`config.mk`:
```
export PLATFORM = sky130hd
export DESIGN_NAME = pdpwm_5l
export DESIGN_NICKNAME = d
export VERILOG_FILES = /design/src/rtl/pdpwm_pkg.sv /design/src/rtl/pdpwm_carrier.sv /design/src/rtl/pdpwm_band.sv /design/src/rtl/pdpwm_deadband.sv /design/src/rtl/pdpwm_5l.sv
export SDC_FILE = /design/constraint.sdc
export NUM_CORES = 1
export LEC_CHECK = 0
export BUFFER_PORTS_ARGS = -buffer_cell sky130_fd_sc_hd__buf_2
export CORE_MARGIN = 1.5
export CORE_UTILIZATION = 68
export CTS_CLUSTER_DIAMETER = 80
export DETAILED_ROUTE_END_ITERATION = 10
export PLACE_DENSITY = 0.84
export SETUP_SLACK_MARGIN = 0.3
export SLEW_MARGIN = 5
export SYNTH_ARGS = -nofsm -noshare
export SYNTH_HDL_FRONTEND = slang
export SYNTH_HIERARCHICAL = 1
export SYNTH_SLANG_ARGS = --single-unit
```
`constraint.sdc`:
```
create_clock -name clk -period 11.5 [get_ports clk]
set_input_delay 2.3 -clock clk [delete_from_list [all_inputs] [get_ports clk]]
set_output_delay 2.3 -clock clk [all_outputs]
set_load 0.01 [all_outputs]
```
`src/rtl/pdpwm_pkg.sv`:
```
// Package: shared types of the five-level modulator.
// Assumes: the band index is encoded so that the level arithmetic can use it directly (b1 = 0 .. b4 = 3).
package pdpwm_pkg;

    typedef enum logic [1:0] {
        BAND_1 = 2'd0,
        BAND_2 = 2'd1,
        BAND_3 = 2'd2,
        BAND_4 = 2'd3
    } band_e;

    localparam int PAIRS_PER_LEG = 4;
    localparam int GATES_PER_LEG = 8;

endpackage

```
`src/rtl/pdpwm_carrier.sv`:
```
// Module: shared triangular carrier built from one up/down counter.
// Assumes: period may change at any time; a count above a new, smaller period
// simply turns and counts down. turn marks the cycle in which legs resample.
module pdpwm_carrier #(
    parameter int CNT_W = 12
) (
    input  logic             clk,
    input  logic             rst_n,
    input  logic [CNT_W-1:0] period,
    output logic [CNT_W-1:0] cnt,
    output logic             turn
);

    logic rising;

    // Turnaround: top while rising, bottom while falling, or a degenerate zero period.
    assign turn = (period == '0) || (rising && (cnt >= period)) || (!rising && (cnt == '0));

    // Count step and direction update.
    always_ff @(posedge clk) begin
        if (!rst_n) begin
            cnt    <= '0;
            rising <= 1'b1;
        end else if (period == '0) begin
            cnt    <= '0;
            rising <= 1'b1;
        end else if (rising) begin
            if (cnt >= period) begin
                rising <= 1'b0;
                cnt    <= cnt - 1'b1;
            end else begin
                cnt    <= cnt + 1'b1;
            end
        end else begin
            if (cnt == '0) begin
                rising <= 1'b1;
                cnt    <= cnt + 1'b1;
            end else begin
                cnt    <= cnt - 1'b1;
            end
        end
    end

    AST_CARRIER_STEP: assert property (@(posedge clk) disable iff (!rst_n)
        ($past(rst_n) && $past(period) != '0) |-> ((cnt == CNT_W'($past(cnt) + 1'b1)) || (cnt == CNT_W'($past(cnt) - 1'b1))));

endmodule

```
`src/rtl/pdpwm_band.sv`:
```
// Module: per-leg band selection, reference rebasing and level decode.
// Assumes: ref_in is signed with FRAC_W fractional bits in band units. The band
// and compare count are reloaded only when turn is high.
module pdpwm_band
    import pdpwm_pkg::*;
#(
    parameter int CNT_W  = 12,
    parameter int FRAC_W = 10
) (
    input  logic                    clk,
    input  logic                    rst_n,
    input  logic [CNT_W-1:0]        period,
    input  logic [CNT_W-1:0]        cnt,
    input  logic                    turn,
    input  logic signed [FRAC_W+2:0] ref_in,
    output logic [PAIRS_PER_LEG-1:0] want_hi
);

    localparam int RW = FRAC_W + 3;
    localparam int CW = FRAC_W + 2;
    localparam int PW = CNT_W + FRAC_W;
    localparam logic signed [RW-1:0] HI_LIM = RW'((2 ** (FRAC_W + 1)) - 1);
    localparam logic signed [RW-1:0] LO_LIM = -HI_LIM - RW'(1);

    logic signed [CW-1:0] clip;
    logic [FRAC_W-1:0]    frac;
    logic [PW-1:0]        prod;
    logic [CNT_W-1:0]     cmp_new;
    band_e                band_new;
    band_e                band_q;
    logic [CNT_W-1:0]     cmp_q;
    logic [2:0]           level;

    // Saturate the reference to the four-band span.
    always_comb begin
        if (ref_in > HI_LIM)      clip = {1'b0, {(CW-1){1'b1}}};
        else if (ref_in < LO_LIM) clip = {1'b1, {(CW-1){1'b0}}};
        else                      clip = ref_in[CW-1:0];
    end

    // Band from the integer part, position inside the band from the fraction.
    always_comb begin
        band_new = band_e'({~clip[CW-1], clip[CW-2]});
        frac     = clip[FRAC_W-1:0];
        prod     = {{FRAC_W{1'b0}}, period} * {{CNT_W{1'b0}}, frac};
        cmp_new  = prod[PW-1:FRAC_W];
    end

    // Hold band and compare count between carrier turnarounds.
    always_ff @(posedge clk) begin
        if (!rst_n) begin
            band_q <= BAND_3;
            cmp_q  <= '0;
        end else if (turn) begin
            band_q <= band_new;
            cmp_q  <= cmp_new;
        end
    end

    // Level and the per-pair upper-switch command.
    always_comb begin
        level = {1'b0, band_q} + {2'b00, (cmp_q > cnt)};
        for (int j = 0; j < PAIRS_PER_LEG; j++) begin
            want_hi[j] = (level >= 3'(PAIRS_PER_LEG - j));
        end
    end

    AST_HOLD_BETWEEN_TURNS: assert property (@(posedge clk) disable iff (!rst_n)
        ($past(rst_n) && !$past(turn)) |-> ($stable(cmp_q) && $stable(band_q)));

    AST_CMP_INSIDE_PERIOD: assert property (@(posedge clk) disable iff (!rst_n)
        ($past(rst_n) && $past(turn) && $past(period) != '0) |-> (cmp_q < $past(period)));

endmodule

```
`src/rtl/pdpwm_deadband.sv`:
```
// Module: dead-time stage for one complementary switch pair.
// Assumes: dead is sampled when the commanded state flips. Reset holds both
// switches off for dead cycles and then settles to the RST_HI state.
module pdpwm_deadband #(
    parameter int DT_W   = 8,
    parameter bit RST_HI = 1'b0
) (
    input  logic            clk,
    input  logic            rst_n,
    input  logic [DT_W-1:0] dead,
    input  logic            want_hi,
    output logic            gate_hi,
    output logic            gate_lo
);

    logic            cur;
    logic [DT_W-1:0] dt;

    // Track the commanded state and run the blanking counter after each flip.
    always_ff @(posedge clk) begin
        if (!rst_n) begin
            cur <= RST_HI;
            dt  <= dead;
        end else if (want_hi != cur) begin
            cur <= want_hi;
            dt  <= dead;
        end else if (dt != '0) begin
            dt <= dt - 1'b1;
        end
    end

    // Drive a switch only once blanking is over.
    assign gate_hi = cur && (dt == '0);
    assign gate_lo = !cur && (dt == '0);

    AST_GAP_BEFORE_UPPER: assert property (@(posedge clk) disable iff (!rst_n)
        ($rose(gate_hi) && dead != '0) |-> !$past(gate_lo));

    AST_GAP_BEFORE_LOWER: assert property (@(posedge clk) disable iff (!rst_n)
        ($rose(gate_lo) && dead != '0) |-> !$past(gate_hi));

endmodule

```
`src/rtl/pdpwm_5l.sv`:
```
// Module: top of the five-level single-carrier PWM modulator.
// Assumes: all legs share one carrier. Leg l uses ref_in[l*(FRAC_W+3) +: FRAC_W+3]
// and gates[l*8 +: 8], with bit n-1 driving S(n).
module pdpwm_5l
    import pdpwm_pkg::*;
#(
    parameter int CNT_W    = 12,
    parameter int FRAC_W   = 10,
    parameter int DT_W     = 8,
    parameter int NUM_LEGS = 3
) (
    input  logic                            clk,
    input  logic                            rst_n,
    input  logic [CNT_W-1:0]                period,
    input  logic [DT_W-1:0]                 dead_cnt,
    input  logic [NUM_LEGS*(FRAC_W+3)-1:0]  ref_in,
    output logic [NUM_LEGS*8-1:0]           gates
);

    localparam int RW = FRAC_W + 3;

    logic [CNT_W-1:0] cnt;
    logic             turn;

    pdpwm_carrier #(.CNT_W(CNT_W)) u_carrier (
        .clk    (clk),
        .rst_n  (rst_n),
        .period (period),
        .cnt    (cnt),
        .turn   (turn)
    );

    for (genvar l = 0; l < NUM_LEGS; l++) begin : g_leg
        logic [PAIRS_PER_LEG-1:0] want_hi;
        logic [GATES_PER_LEG-1:0] leg_gates;

        pdpwm_band #(.CNT_W(CNT_W), .FRAC_W(FRAC_W)) u_band (
            .clk     (clk),
            .rst_n   (rst_n),
            .period  (period),
            .cnt     (cnt),
            .turn    (turn),
            .ref_in  (ref_in[l*RW +: RW]),
            .want_hi (want_hi)
        );

        for (genvar j = 0; j < PAIRS_PER_LEG; j++) begin : g_pair
            pdpwm_deadband #(.DT_W(DT_W), .RST_HI(j >= 2)) u_db (
                .clk     (clk),
                .rst_n   (rst_n),
                .dead    (dead_cnt),
                .want_hi (want_hi[j]),
                .gate_hi (leg_gates[j]),
                .gate_lo (leg_gates[j + PAIRS_PER_LEG])
            );
        end

        assign gates[l*GATES_PER_LEG +: GATES_PER_LEG] = leg_gates;

        AST_LEVEL_SHAPE: assert property (@(posedge clk) disable iff (!rst_n)
            ($countones(leg_gates) == 4) |-> (leg_gates == 8'h0F || leg_gates == 8'h1E ||
            leg_gates == 8'h3C || leg_gates == 8'h78 || leg_gates == 8'hF0));

        AST_AT_MOST_FOUR: assert property (@(posedge clk) disable iff (!rst_n)
            $countones(leg_gates) <= 4);
    end

endmodule

```
==> summary.txt <==
Timing
  – Final Cycle Share: 70.8%
  – Fin. Hold Viols: 0
  – FMAX: 123 MHz
  – Clk_skew: 0.0166 ns
  – Slew @ Worst Pin: 1.27 ns
  – Setup repair after global routing missed its margin: false
  – TNS Setup: 0 ns
  – Final slew viol count: 0
  – Min Tclk post-route: 8.14 ns
  – Final setup violating endpoints: 0
  – Relative slew margins: 14.6%
  – Min Hold Slack: 0.460 ns

CTS
  – Worst-path clk slew: 0.06 ns
  – Hold bufs inserted after CTS: 0
  – Post-CTS Setup Bufs: 0
  – Post-CTS Resized: 0
  – H-tree depth: 4
  – Maximum clock path buffer count: 2
  – Root Driver: clkbuf_16
  – CTS Sinks: 163
  – Clk Latency, worst-skew pair: 0.43 ns
  – CTS tree: built
  – CTS buffer count: 17

Drt
  – Remaining antenna violation count: 0
  – Drt pass-1 iters: 8
  – Routed wire length: 55900 um
  – DRC violations left: 0
  – Via density: 6.22
  – WL/cell: 18.4 um
  – Via Count: 18861
  – Drt first-iter violations: 1725

Global routing
  – Number of global-route vias before repair: 19027
  – Pin count of the biggest net entering global routing: 104
  – Grt ovf: 0
  – First-pass GRT wire length: 93000 um
  – Total track usage: 34.0%
  – Initial antenna violation count: 0

Placed design
  – Placer Congestion: 0.937
  – IO buf count: 84
  – Final HPWL DP: 40900 um
  – DP Area: 0.0232 mm^2

Die
  – Die H: 185 um
  – Initial Utilization: 69.2%
  – Top Ports: 85
  – Core region area: 0.0326 mm^2
  – Die ar.: 0.0343 mm^2
  – # rows: 66
  – Die Wd: 185 um

Synthesis
  – Synth Area per Inst: 8.78 um^2
  – Count of cell types in the netlist: 88
  – Post-Syn Area: 0.0226 mm^2
  – YS warnings: 6
  – EDFF count, synth: 96
  – Seq/Total Area, Yosys: 18.7%
  – Cells after synthesis: 2569
  – Syn_nets: 3110
  – Async SR Flop Fraction: 0%
  – Ys flop type: edfxtp_1
  – #FFs+latches synth: 163

Pwr
  – Pwr per Cell Area: 243 mW/mm^2
  – Maximum VDD drop: 0.183 mV
  – Final Total Pwr: 0.00578 W
  – Lkg Pwr: 10.9 nW

Min path
  – Min-Delay Path Class: flop to flop
  – Hold-critical path depth: 2

Flow run
  – Max Cap Viol: 0

Worst setup path
  – Crit path max-delay cell type: nor2_1
  – CP max FO: 12
  – Slowest stage delay, CP: 0.64 ns
  – CP Launch Type: primary input
  – Worst Path Required: 11.78 ns
  – CP Cell Sequence: buf_2 > nor2b_1 > nor2_1 > nor2_1 > nand2_1 > fa_1 > inv_1 > fa_1 > inv_1 > fa_1 > inv_1 > fa_1 > inv_1 > fa_1 > inv_1 > ha_1 > a211oi_1 > nand3_1 > o211ai_1 > a21oi_1 > o41ai_1 > a311oi_2
  – FF-to-FF path depth: 15
  – CP Class: primary input to flop
  – Critical path endpoint category: flop
  – Critical Path AT: 8.42 ns

Final layout
  – Post-route cell area: 0.0238 mm^2
  – Layout Nets: 3119
  – Core Util, Final: 72.8%
  – Commonest non-fill, non-tap cell in the layout: inv_1
  – FILL cells: 2432
  – N_diodes: 0
  – Share of layout cells above drive strength 1: 7.64%
  – Area of the multi-input gates: 0.0165 mm^2
  – Register area: 0.00422 mm^2
  – Most frequent cells in the layout: inv_1, ha_1, nand2_1, fa_1, and2_1
  – P&R area growth vs syn: 5.31%

Run status
  – Status: completed
==> metrics by stage <==
stage               cells  setup WS [ns]
CTS                  3033           3.50
global route         3033           2.93
detailed placement   3001           3.07
floorplan            2569           3.75
finish               3033           3.36
global placement     3001           3.27
==> cell families (layout without fill, tap and decap cells) <==
| logic type | count (synthesis) | in the layout | synth area share (%) |
|---|---|---|---|
| AND/OR/NAND/NOR | 840 | 840 | 20.3 |
| AO/OA/AOI/OAI | 539 | 539 | 15.6 |
| adder cells (fa/ha/maj) | 486 | 486 | 34.6 |
| buffers and inverters | 470 | 492 | 8.04 |
| flip-flops | 163 | 163 | 18.7 |
| XOR/XNOR | 68 | 68 | 2.64 |
| multiplexers | 3 | 3 | 0.133 |
==> routing by layer <==
metal	vias to the layer above	part of all wire, %	global-route usage (%)
li1	8791	-	-
met5	-	0	0
met1	9125	41	44.0
met3	118	7.5	4.50
met4	0	2.4	10.5
met2	827	49	59.3
==> power breakdown <==
part | internal, W | switching (W)
Sequential | 0.000840 | 0.000182
Combinational | 0.00164 | 0.00253
Clock | 0.000334 | 0.000252
==> layout make-up <==
class | count | area share, %
Sequential cell | 163 | 17.8
Inverter | 373 | 5.89
Tap cell | 442 | 2.33
Clock buffer | 19 | 1.86
Multi-Input combinational cell | 1936 | 69.6
Clock inverter | 13 | 0.679
Timing Repair Buffer | 87 | 1.89
==> final timing paths <==
kind	startpoint	endpoint	slack (ns)
max	ref_in[24]	g_leg[1].u_band/cmp_q[9]	3.36
min	g_leg[1].u_band/cmp_q[11]	g_leg[1].u_band/cmp_q[11]	0.46
max reg2reg	u_carrier/cnt[5]	g_leg[1].g_pair[1].u_db/dt[0]	7.08
min reg2reg	g_leg[1].u_band/cmp_q[11]	g_leg[1].u_band/cmp_q[11]	0.46
==> synth_stat cells, types with 13 or more instances <==
library cell / instances / area share [%]
a21oi_1: 145 / 3.2
or2_2: 17 / 0.47
ha_1: 249 / 14
clkbuf_1: 55 / 0.92
buf_1: 29 / 0.48
nor2_1: 91 / 1.5
nand2b_1: 14 / 0.39
o311a_1: 14 / 0.62
and2_1: 222 / 6.2
inv_1: 371 / 6.2
edfxtp_1: 96 / 13
nand2_1: 235 / 3.9
a41oi_1: 26 / 1.0
dfxtp_1: 67 / 5.9
xor2_1: 19 / 0.74
o31ai_1: 16 / 0.53
or4_1: 13 / 0.43
a21o_1: 29 / 0.97
nor3b_1: 22 / 0.73
or4_4: 13 / 0.65
nor3_1: 19 / 0.42
fa_1: 231 / 21
nor4b_1: 14 / 0.54
xnor2_1: 49 / 1.9
and3_1: 13 / 0.36
nor2b_1: 27 / 0.75
nand4_1: 21 / 0.58
nand3_1: 64 / 1.4
o21ai_0: 177 / 3.9
==> state kept, by name (all words and copies together) (netlist names) <==
register,flops
u_carrier/cnt,12
g_leg.g_pair.u_db/cur,12
u_carrier/rising,1
g_leg.u_band/cmp_q,36
g_leg.u_band/band_q,6
g_leg.g_pair.u_db/dt,96
==> critical path: cells and delay by family <==
kind,cells,cell delay [ns]
simple gates,5,1.46
compound gates,5,1.30
buf+inv,6,0.46
fa+ha+maj,6,2.89
(Power assumes the default switching activity.)
